File: src/rtl/blit_bank_pkg.sv
`timescale 1ns/1ps
package blit_bank_pkg;
  localparam int NUM_REGS   = 11;
  localparam int BANK_BYTES = NUM_REGS * 4;
  localparam int IDX_W      = $clog2(BANK_BYTES);
  localparam int LANES      = 4;
  localparam int DEC_W      = 12;
  localparam int ROW_W      = 16;
  localparam int TRIG_BYTE  = 'h23;
  localparam int HEIGHT_LO  = 'h22;
  localparam int CTRL_TOP   = 'h13;

  typedef enum logic [1:0] {
    SZ_BYTE = 2'd0,
    SZ_HALF = 2'd1,
    SZ_WORD = 2'd2,
    SZ_WIDE = 2'd3
  } accSize_e;

  // Strobes from control to datapath
  typedef struct packed {
    logic [LANES-1:0]            laneHit;
    logic [LANES-1:0][IDX_W-1:0] laneIdx;
    logic                        doWrite;
    logic                        launch;
  } bankStrobe_t;
endpackage

File: src/rtl/blit_bank_ctrl.sv
`timescale 1ns/1ps
module blit_bank_ctrl
  import blit_bank_pkg::*;
#(
  parameter int CNT_W = 16
) (
  input  logic                 clk,
  input  logic                 rstN,
  input  logic                 accEn,
  input  logic                 accWrite,
  input  logic [DEC_W-1:0]     accOff,
  input  logic [1:0]           accSize,
  input  logic [CNT_W-1:0]     opLatency,
  output bankStrobe_t          strobe,
  output logic                 busy,
  output logic                 donePulse
);
  logic [LANES-1:0][DEC_W-1:0] laneOff;
  logic [2:0]                  nBytes;
  logic                        trigHit;
  logic                        busyQ, doneQ;
  logic [CNT_W-1:0]            cntQ;

  always_comb begin
    unique case (accSize_e'(accSize))
      SZ_BYTE: nBytes = 3'd1;
      SZ_HALF: nBytes = 3'd2;
      default: nBytes = 3'd4;
    endcase
  end

  always_comb begin
    trigHit = 1'b0;
    strobe  = '0;
    for (int i = 0; i < LANES; i++) begin
      laneOff[i]           = accOff + DEC_W'(i);
      strobe.laneIdx[i]    = laneOff[i][IDX_W-1:0];
      strobe.laneHit[i]    = (i < int'(nBytes)) && (laneOff[i] < DEC_W'(BANK_BYTES));
      if (strobe.laneHit[i] && laneOff[i] == DEC_W'(TRIG_BYTE))
        trigHit = 1'b1;
    end
    strobe.doWrite = accEn && accWrite;
    strobe.launch  = accEn && accWrite && trigHit && !busyQ;
  end

  always_ff @(posedge clk) begin
    if (!rstN) begin
      busyQ <= 1'b0;
      doneQ <= 1'b0;
      cntQ  <= '0;
    end else begin
      doneQ <= 1'b0;
      if (strobe.launch) begin
        busyQ <= 1'b1;
        cntQ  <= (opLatency == '0) ? CNT_W'(1) : opLatency;
      end else if (busyQ) begin
        if (cntQ == CNT_W'(1)) begin
          busyQ <= 1'b0;
          doneQ <= 1'b1;
        end else begin
          cntQ <= cntQ - CNT_W'(1);
        end
      end
    end
  end

  assign busy      = busyQ;
  assign donePulse = doneQ;

  // completion only ever follows a busy cycle and coincides with idle
  p_done_after_busy_r7: assert property (@(posedge clk) disable iff (!rstN)
    donePulse |-> (!busy && $past(busy)));

  // the completion event lasts a single cycle
  p_done_single_r7: assert property (@(posedge clk) disable iff (!rstN)
    donePulse |=> !donePulse);

  // a launch makes the engine busy in the following cycle
  p_launch_busy_r5: assert property (@(posedge clk) disable iff (!rstN)
    strobe.launch |=> busy);
endmodule

File: src/rtl/blit_bank_regs.sv
`timescale 1ns/1ps
module blit_bank_regs
  import blit_bank_pkg::*;
(
  input  logic                      clk,
  input  logic                      rstN,
  input  bankStrobe_t               strobe,
  input  logic [LANES*8-1:0]        accWdata,
  output logic [LANES*8-1:0]        accRdata,
  output logic [BANK_BYTES*8-1:0]   shadowRegs,
  output logic [ROW_W-1:0]          srcRows,
  output logic [ROW_W-1:0]          dstRows,
  output logic                      ctrlTopBit
);
  logic [BANK_BYTES-1:0][7:0] bankQ, bankNext, shadowQ;
  logic [ROW_W-1:0]           heightNext;
  logic [ROW_W-1:0]           srcRowsQ, dstRowsQ;

  always_comb begin
    bankNext = bankQ;
    if (strobe.doWrite) begin
      for (int i = 0; i < LANES; i++) begin
        if (strobe.laneHit[i])
          bankNext[strobe.laneIdx[i]] = accWdata[8*i +: 8];
      end
    end
  end

  assign heightNext = {bankNext[HEIGHT_LO+1], bankNext[HEIGHT_LO]};

  always_comb begin
    for (int i = 0; i < LANES; i++)
      accRdata[8*i +: 8] = strobe.laneHit[i] ? bankQ[strobe.laneIdx[i]] : 8'h00;
  end

  always_ff @(posedge clk) begin
    if (!rstN) begin
      bankQ    <= '0;
      shadowQ  <= '0;
      srcRowsQ <= '0;
      dstRowsQ <= '0;
    end else begin
      bankQ <= bankNext;
      if (strobe.launch) begin
        shadowQ  <= bankNext;
        srcRowsQ <= heightNext;
        dstRowsQ <= (heightNext == '0) ? ROW_W'(1) : heightNext;
      end
    end
  end

  assign shadowRegs = shadowQ;
  assign srcRows    = srcRowsQ;
  assign dstRows    = dstRowsQ;
  assign ctrlTopBit = bankQ[CTRL_TOP][7];

  // the destination row count is never zero after a launch
  p_dst_rows_nonzero_r6: assert property (@(posedge clk) disable iff (!rstN)
    strobe.launch |=> (dstRows != '0));

  // the two row counts agree except for the zero-height case
  p_rows_relation_r6: assert property (@(posedge clk) disable iff (!rstN)
    strobe.launch |=> ((dstRows == srcRows) || (srcRows == '0 && dstRows == ROW_W'(1))));

  // lanes outside the bank or the access size read as zero
  for (genvar g = 0; g < LANES; g++) begin : gLaneChk
    p_lane_zero_r4: assert property (@(posedge clk) disable iff (!rstN)
      !strobe.laneHit[g] |-> (accRdata[8*g +: 8] == 8'h00));
  end
endmodule

File: src/rtl/blit_param_bank.sv
`timescale 1ns/1ps
module blit_param_bank
  import blit_bank_pkg::*;
#(
  parameter int ADDR_W = 32,
  parameter int CNT_W  = 16
) (
  input  logic                    clk,
  input  logic                    rstN,
  input  logic                    accEn,
  input  logic                    accWrite,
  input  logic [ADDR_W-1:0]       accAddr,
  input  logic [1:0]              accSize,
  input  logic [31:0]             accWdata,
  output logic [31:0]             accRdata,
  input  logic [CNT_W-1:0]        opLatency,
  output logic                    busy,
  output logic                    donePulse,
  output logic [1:0]              statusBits,
  output logic [BANK_BYTES*8-1:0] shadowRegs,
  output logic [ROW_W-1:0]        srcRows,
  output logic [ROW_W-1:0]        dstRows
);
  bankStrobe_t strobe;
  logic        ctrlTopBit;
  logic        unusedAddrHi;

  assign unusedAddrHi = ^accAddr[ADDR_W-1:DEC_W];

  blit_bank_ctrl #(.CNT_W(CNT_W)) i_ctrl (
    .clk       (clk),
    .rstN      (rstN),
    .accEn     (accEn),
    .accWrite  (accWrite),
    .accOff    (accAddr[DEC_W-1:0]),
    .accSize   (accSize),
    .opLatency (opLatency),
    .strobe    (strobe),
    .busy      (busy),
    .donePulse (donePulse)
  );

  blit_bank_regs i_regs (
    .clk        (clk),
    .rstN       (rstN),
    .strobe     (strobe),
    .accWdata   (accWdata),
    .accRdata   (accRdata),
    .shadowRegs (shadowRegs),
    .srcRows    (srcRows),
    .dstRows    (dstRows),
    .ctrlTopBit (ctrlTopBit)
  );

  assign statusBits = {busy, ctrlTopBit};
endmodule

File: config.mk
export PLATFORM = sky130hd
export DESIGN_NAME = blit_param_bank
export DESIGN_NICKNAME = d
export VERILOG_FILES = /design/src/rtl/blit_bank_pkg.sv /design/src/rtl/blit_bank_ctrl.sv /design/src/rtl/blit_bank_regs.sv /design/src/rtl/blit_param_bank.sv
export SDC_FILE = /design/constraint.sdc
export NUM_CORES = 2
export LEC_CHECK = 0
export BUFFER_PORTS_ARGS = -buffer_cell sky130_fd_sc_hd__buf_2
export CORE_MARGIN = 2
export CORE_UTILIZATION = 30
export DETAILED_ROUTE_END_ITERATION = 8
export GPL_ROUTABILITY_DRIVEN = 0
export PLACE_DENSITY_LB_ADDON = 0.08
export SYNTH_ARGS = -nofsm -noshare
export SYNTH_HDL_FRONTEND = slang
export SYNTH_SLANG_ARGS = --single-unit
export TNS_END_PERCENT = 5
File: constraint.sdc
create_clock -name clk -period 11.77 [get_ports clk]
set_input_delay 3.531 -clock clk [delete_from_list [all_inputs] [get_ports clk]]
set_output_delay 3.531 -clock clk [all_outputs]
set_load 0.05 [all_outputs]
* Yosys cells after proc, flatten, opt, wreduce, memory -nomap -nowiden *
Cells that the tools add are included.

storage, ports and cells
  bits in read-only memories = 0
  memories = 0
  bits of input ports = 86
  register bits after elaboration = 754
  word-level logic and storage cells = 190
  bits in writable memories = 0
  output and inout bits = 420
  bits in latches = 0

cells by class
  order comparisons = 16
  shifts and indexed selects = 0
  add/sub/neg operators = 4
  reduce and logical (&&, ||, !) cells = 22
  $mul = 0
  eq/ne operators = 7
  muxes and demuxes = 46
  bitwise gates (word level) = 2
  divide/modulo/power cells = 0

operator list
  kind                     number
  $mux W352                8
  $bwmux W352              4
  $bmux W8 S6              4
  $demux W8 S6             4
  $mux W8                  12
  $mux W16                 5
  $eq A12 B6 Y1 const B    4
  $lt A12 B6 Y1 const B    4
  $logic_not A16 Y1        2
  $lt A6 B7 Y1 const B     4
  $add A12 B2 Y12 const B  2
  $ge A6 B1 Y1 const B     4
  $eq A16 B1 Y1 const B    1
  $sub A16 B1 Y16 const B  1
  $logic_and A1 B1 Y1      15
  $add A12 B1 Y12 const B  1
  $mux W1                  8
  $lt A1 B3 Y1 const A     2
  $lt A2 B3 Y1 const A     2
  $pmux W3 S2              1
  $reduce_or A3 Y1         1
  $eq A2 B1 Y1 const B     1
  $logic_not A2 Y1         1
  $ne A2 B1 Y1 const B     1
  4 further kinds          5

* Longest topological paths before layout *
  depth after elaboration = 18
  mapped depth = 21
  gate-level depth less buffers = 13

* By module *
A second synthesis with hierarchy kept.

unflattened totals
  cell total of the unflattened synthesis = 7059
  area, all modules = 51409.3 µm²

modules (own cells, without submodules)
  module           times used  area each (µm²)  cells each  seq. area each (µm²)
  blit_bank_regs   1           49224.7          6774        14413.8
  blit_bank_ctrl   1           2169.6           283         360.3
  blit_param_bank  1           15.0             2           0.0

* Worst setup path after synthesis *
Ideal clock, no wire load.

  path type = input-to-output
  from = input accAddr[1]
  to = output accRdata[14]
  path buffers = 11
  stages on the path = 15
  required time = 8.239 ns
  data arrival time = 9.162 ns
  slack = -0.923 ns
  cells stage by stage = clkbuf_1 buf_1 clkbuf_1 buf_1 inv_1 buf_2 clkbuf_1 ha_1 clkbuf_1 clkbuf_1 buf_1 clkbuf_1 clkbuf_1 a211oi_1 nor3_1

on the way
  longest elaborated chain between the ends = 4
  elaborated cells between the ends (all ways) = 6
  classes of those cells = add/sub: 1; order compare: 1; mux: 3; reduce/logical: 1

ends and longest elaborated chain
  element                                                                      RTL line                                    RTL
  from (decl)                                                                  blit_param_bank.sv:12                       input logic [ADDR_W-1:0] accAddr,
  $add A12 B1 Y12 *                                                            blit_bank_ctrl.sv:36                        laneOff[i] = accOff + DEC_W'(i);
  $bmux W8 S6 / $lt A12 B6 Y1 (equally long branches)                          blit_bank_regs.sv:33, blit_bank_ctrl.sv:38
  $mux W8 (not written as such) / $logic_and A1 B1 Y1 (equally long branches)  blit_bank_regs.sv:33, blit_bank_ctrl.sv:38
  $mux W8 *                                                                    blit_bank_regs.sv:33                        accRdata[8*i +: 8] = strobe.laneHit[i] ? bankQ[strobe.laneIdx[i]] : 8'h00;
  to (decl)                                                                    blit_param_bank.sv:15                       output logic [31:0] accRdata,

Every way passes the cells marked *; elsewhere a longest branch is shown, timed or not. The select of a mux whose other input is x is not followed.

* Final worst setup path *
  from = input accAddr[1]
  to = output accRdata[24]

on the way
  longest elaborated chain between the ends = 4
  elaborated cells between the ends (all ways) = 6
  classes of those cells = add/sub: 1; order compare: 1; mux: 3; reduce/logical: 1

ends and longest elaborated chain
  element                                                                      RTL line
  $add A12 B2 Y12 *                                                            blit_bank_ctrl.sv:36
  $bmux W8 S6 / $lt A12 B6 Y1 (equally long branches)                          blit_bank_regs.sv:33, blit_bank_ctrl.sv:38
  $mux W8 (not written as such) / $logic_and A1 B1 Y1 (equally long branches)  blit_bank_regs.sv:33, blit_bank_ctrl.sv:38
  $mux W8 *                                                                    blit_bank_regs.sv:33

Marks and branches as above.

==> key figures <==
Timing
  – Period minus WS final: 11.24 ns
  – Unrepaired setup endpoints after global routing: no
  – Crit share post-route: 95.5%
  – Final Max Tran Viols: 0
  – WHS: 0.448 ns
  – Final hold violation count: 0
  – Slew @ Worst Pin: 1.34 ns
  – Final setup viols: 0
  – Layout Skew: 0.0417 ns
  – Relative slew slack: 10.9%
  – F_max: 89.0 MHz

Routing
  – First DRT Iteration DRCs: 7646
  – Drt total wl: 316000 um
  – Via density: 6.40
  – First-pass DRT Iterations: 6
  – Drt wl/cell: 35.4 um
  – Antenna viol nets, final: 0
  – Routed vias: 57182
  – Remaining DRCs: 0

Global route
  – First-pass GRT wire length: 431000 um
  – GR met3 Demand/Resource: 9.18%
  – Met1 Resource Use GR: 43.8%
  – Met2 Use GR: 48.7%
  – Grt ovf: 0
  – Initial antenna violation count: 28
  – Grt peak-use layer: met2
  – Number of global-route vias before repair: 51768
  – All-layer global routing usage: 33.5%
  – Largest net degree at the start of global routing: 189

Logic synthesis
  – Post-Synth Adder-Cell Area: 0.282%
  – Syn avg cell area: 8.29 sq um
  – Post-synthesis compound-gate area fraction: 22.2%
  – Area contributors post-synth: dfxtp_1 (28%), mux4_2 (16%), a211oi_1 (9.0%)
  – Post-synthesis cell area: 53300 sq um
  – Post-synth EDFFs: 0
  – Synth top area share: 27.7%
  – Syn Inst Count: 6431
  – Fraction of registers with async set/reset: 0%
  – Post-synth cell types: 90
  – Synthesized flop and latch total: 738
  – Post-Synthesis Net Count: 6529
  – Top_reg_cell synth: dfxtp_1
  – Synth Area in Simple Gates: 20.1%
  – Seq/Total Area, Yosys: 27.7%
  – Largest family of logic cells by synthesized area: multiplexers
  – Mux share of post-synthesis cell area: 23.7%
  – Synth area leader: dfxtp_1
  – Post-Synth XOR/XNOR Area: 0.474%
  – Yosys warning count: 0

Critical path
  – Slowest stage delay, CP: 0.70 ns
  – Critical path launch point type: primary input
  – Reg-to-reg startpoint: i_ctrl.busy$_SDFF_PN0_
  – Critical Path Source: accAddr[1]
  – WS Path Type: primary input to primary output
  – Critical path endpoint category: primary output
  – Cell family with most CP delay: compound AO/OA/AOI/OAI gates
  – Crit-path cells: buf_6 -> ha_1 -> buf_4 -> nor2b_1 -> a221o_1 -> a32o_1 -> a31oi_2 -> o2111ai_2 -> nor2_1 -> buf_2
  – CP max-delay cell: ha_1
  – Crit path buf inv count: 3
  – Crit path required time: 8.24 ns
  – R2r worst-path depth: 5
  – Critical path data arrival time: 7.71 ns
  – CP Max Fanout: 45
  – R2R setup slack: 8.46 ns
  – Reg-to-reg critical path endpoint: i_regs.shadowRegs[232]$_SDFFE_PN0P_

Power
  – Total chip power: 0.00654 W
  – Clock share of power: 46.4%
  – Pwr/cell area: 107 nW/um^2
  – Flop pwr share: 39.1%
  – Net Switching: 0.00203 W
  – Power share of the combinational group: 14.5%
  – Power Internal: 0.00451 W
  – P_leak: 21.2 nW
  – VDD IR-drop max: 0.101 mV
  – Switching share of power: 31.1%

CTS
  – CTS Buf Count: 95
  – CTS clock-pin slew for the worst setup and hold paths: 0.05 ns
  – Post-cts sizing count: 0
  – CTS tree: yes
  – Clk_lat worst skew: 0.77 ns
  – H-Tree Depth: 3
  – CTS Sinks: 738
  – Clock Path Buffers: 3
  – Hold Buf Count CTS: 0
  – Root Driver: clkbuf_16
  – Setup Buffers After CTS: 0

Die
  – # IOs: 506
  – Core ar.: 176000 sq um
  – Die height: 426 um
  – FP Rows: 154
  – Starting Density: 30.2%
  – Die Span X: 426 um
  – Die area: 181000 sq um

Flow run
  – Max-Cap Viols: 0

Layout
  – Nets: 6608
  – Layout cells sized above 1: 22.1%
  – # fillers: 18552
  – P&R area growth vs syn: 14.2%

Placement
  – IO Port Bufs: 485
  – HPWL reported at the end of detailed placement: 223000 um

Min path
  – Hold crit path type: register to register
  – Worst hold endpoint: i_regs.shadowRegs[246]$_SDFFE_PN0P_
  – WHS Path Cells: 2
  – HP Start: i_regs.shadowRegs[246]$_SDFFE_PN0P_

Status
  – Outcome: finished clean
[metal layers]
metal,vias to the layer above,share of wire (%)
met5,-,0.043
met4,20,7.3
met3,849,11
met2,3689,42
met1,28397,40
li1,24227,-
[cells by family after synthesis]
family | count (synthesis)
AOI/OAI and AO/OA | 1784
xor gates and xnor gates | 28
adders and majority gates | 12
buffers and inverters | 712
DFF | 738
muxes | 779
and+or+nand+nor | 2378
[tightest hold or removal path: cells and delay by family, from the launching register on]
kind / cells / cell delay, ns
AOI/OAI and AO/OA: 1 / 0.05
DFF: 1 / 0.30
and+or+nand+nor: 1 / 0.05
[synth_stat cells, types with 18 or more instances]
master,count
nor3_1,114
clkbuf_1,495
or3_1,178
xnor2_1,18
a31oi_1,43
o22ai_1,34
dfxtp_1,738
nand2b_1,19
o31ai_1,55
nor2_1,867
buf_1,58
nor2b_1,22
mux4_2,378
o211ai_1,141
nand4_1,28
a211oi_1,636
and2_1,26
a21oi_1,456
buf_2,109
buf_4,27
o21a_1,30
o21ai_0,227
a211o_1,26
nand2_1,801
o221ai_1,22
mux2i_1,300
nand3_1,187
nor2_2,32
mux2_2,100
[state kept, by name, summed over array words and instances (netlist names)]
signal	flops
i_regs.srcRows	16
i_regs.shadowRegs	336
i_ctrl.cntQ	16
i_regs.dstRows	16
i_regs.bankQ	351
i_regs.ctrlTopBit	1
i_ctrl.busy	1
i_ctrl.donePulse	1
[per-stage QoR]
| stage | area, sq um | util, % | std cells | worst slack (ns) | setup TNS, ns |
|---|---|---|---|---|---|
| 2_1_floorplan | 53400 | - | 6431 | -0.0510 | -0.0950 |
| 6_report | 60900 | 34.5 | 8931 | 0.529 | 0 |
| 3_3_place_gp | 57700 | 32.7 | 8753 | 0.698 | 0 |
| 4_1_cts | 60900 | 34.5 | 8922 | 0.683 | 0 |
| 5_1_grt | 60900 | 34.5 | 8924 | 0.482 | 0 |
| 3_5_place_dp | 57700 | 32.7 | 8753 | 0.704 | 0 |
[worst max-delay path by stage]
stage / endpoint / slack (ns) / cells past startpoint
final: accRdata[24] / 0.53 / 10
after global routing: accRdata[14] / 0.48 / 12
after CTS: accRdata[24] / 0.68 / 10
after detailed placement: accRdata[24] / 0.70 / 10
after global placement: accRdata[24] / 0.70 / 10
after floorplan: accRdata[24] / -0.05 / 17
[placed cells by master (no fill, tap or decap), types with 100 or more instances in the layout]
master / Yosys / final
nor2_1: 867 / 855
nand2_1: 801 / 797
dfxtp_1: 738 / 738
a211oi_1: 636 / 635
buf_2: 109 / 477
a21oi_1: 456 / 453
mux4_2: 378 / 378
mux2i_1: 300 / 300
o21ai_0: 227 / 227
nand3_1: 187 / 187
buf_4: 27 / 183
or3_1: 178 / 178
o211ai_1: 141 / 141
nor3_1: 114 / 104
mux2_2: 100 / 100
[power groups by stage]
| stage | combinational [W] | clock (W) | sequential, W |
|---|---|---|---|
| floorplan | 0.000502 | 0 | 0.00259 |
| CTS | 0.000906 | 0.00310 | 0.00255 |
| global route | 0.000946 | 0.00319 | 0.00256 |
| global placement | 0.000902 | 0 | 0.00261 |
| detailed placement | 0.000904 | 0 | 0.00261 |
| finish | 0.000947 | 0.00303 | 0.00256 |
[area by class of cell]
cell class / count / area [sq um] / share of cell area, %
clock buffer: 130 / 2690 / 4.42
inverter: 17 / 71.3 / 0.117
multi-input combinational: 4981 / 35900 / 58.9
sequential: 738 / 14800 / 24.3
tap: 2340 / 2930 / 4.81
antenna: 9 / 22.5 / 0.0370
clock inverter: 39 / 452 / 0.742
timing repair buffer: 677 / 4090 / 6.71
No activity file was read; power rests on OpenSTA's default activity.
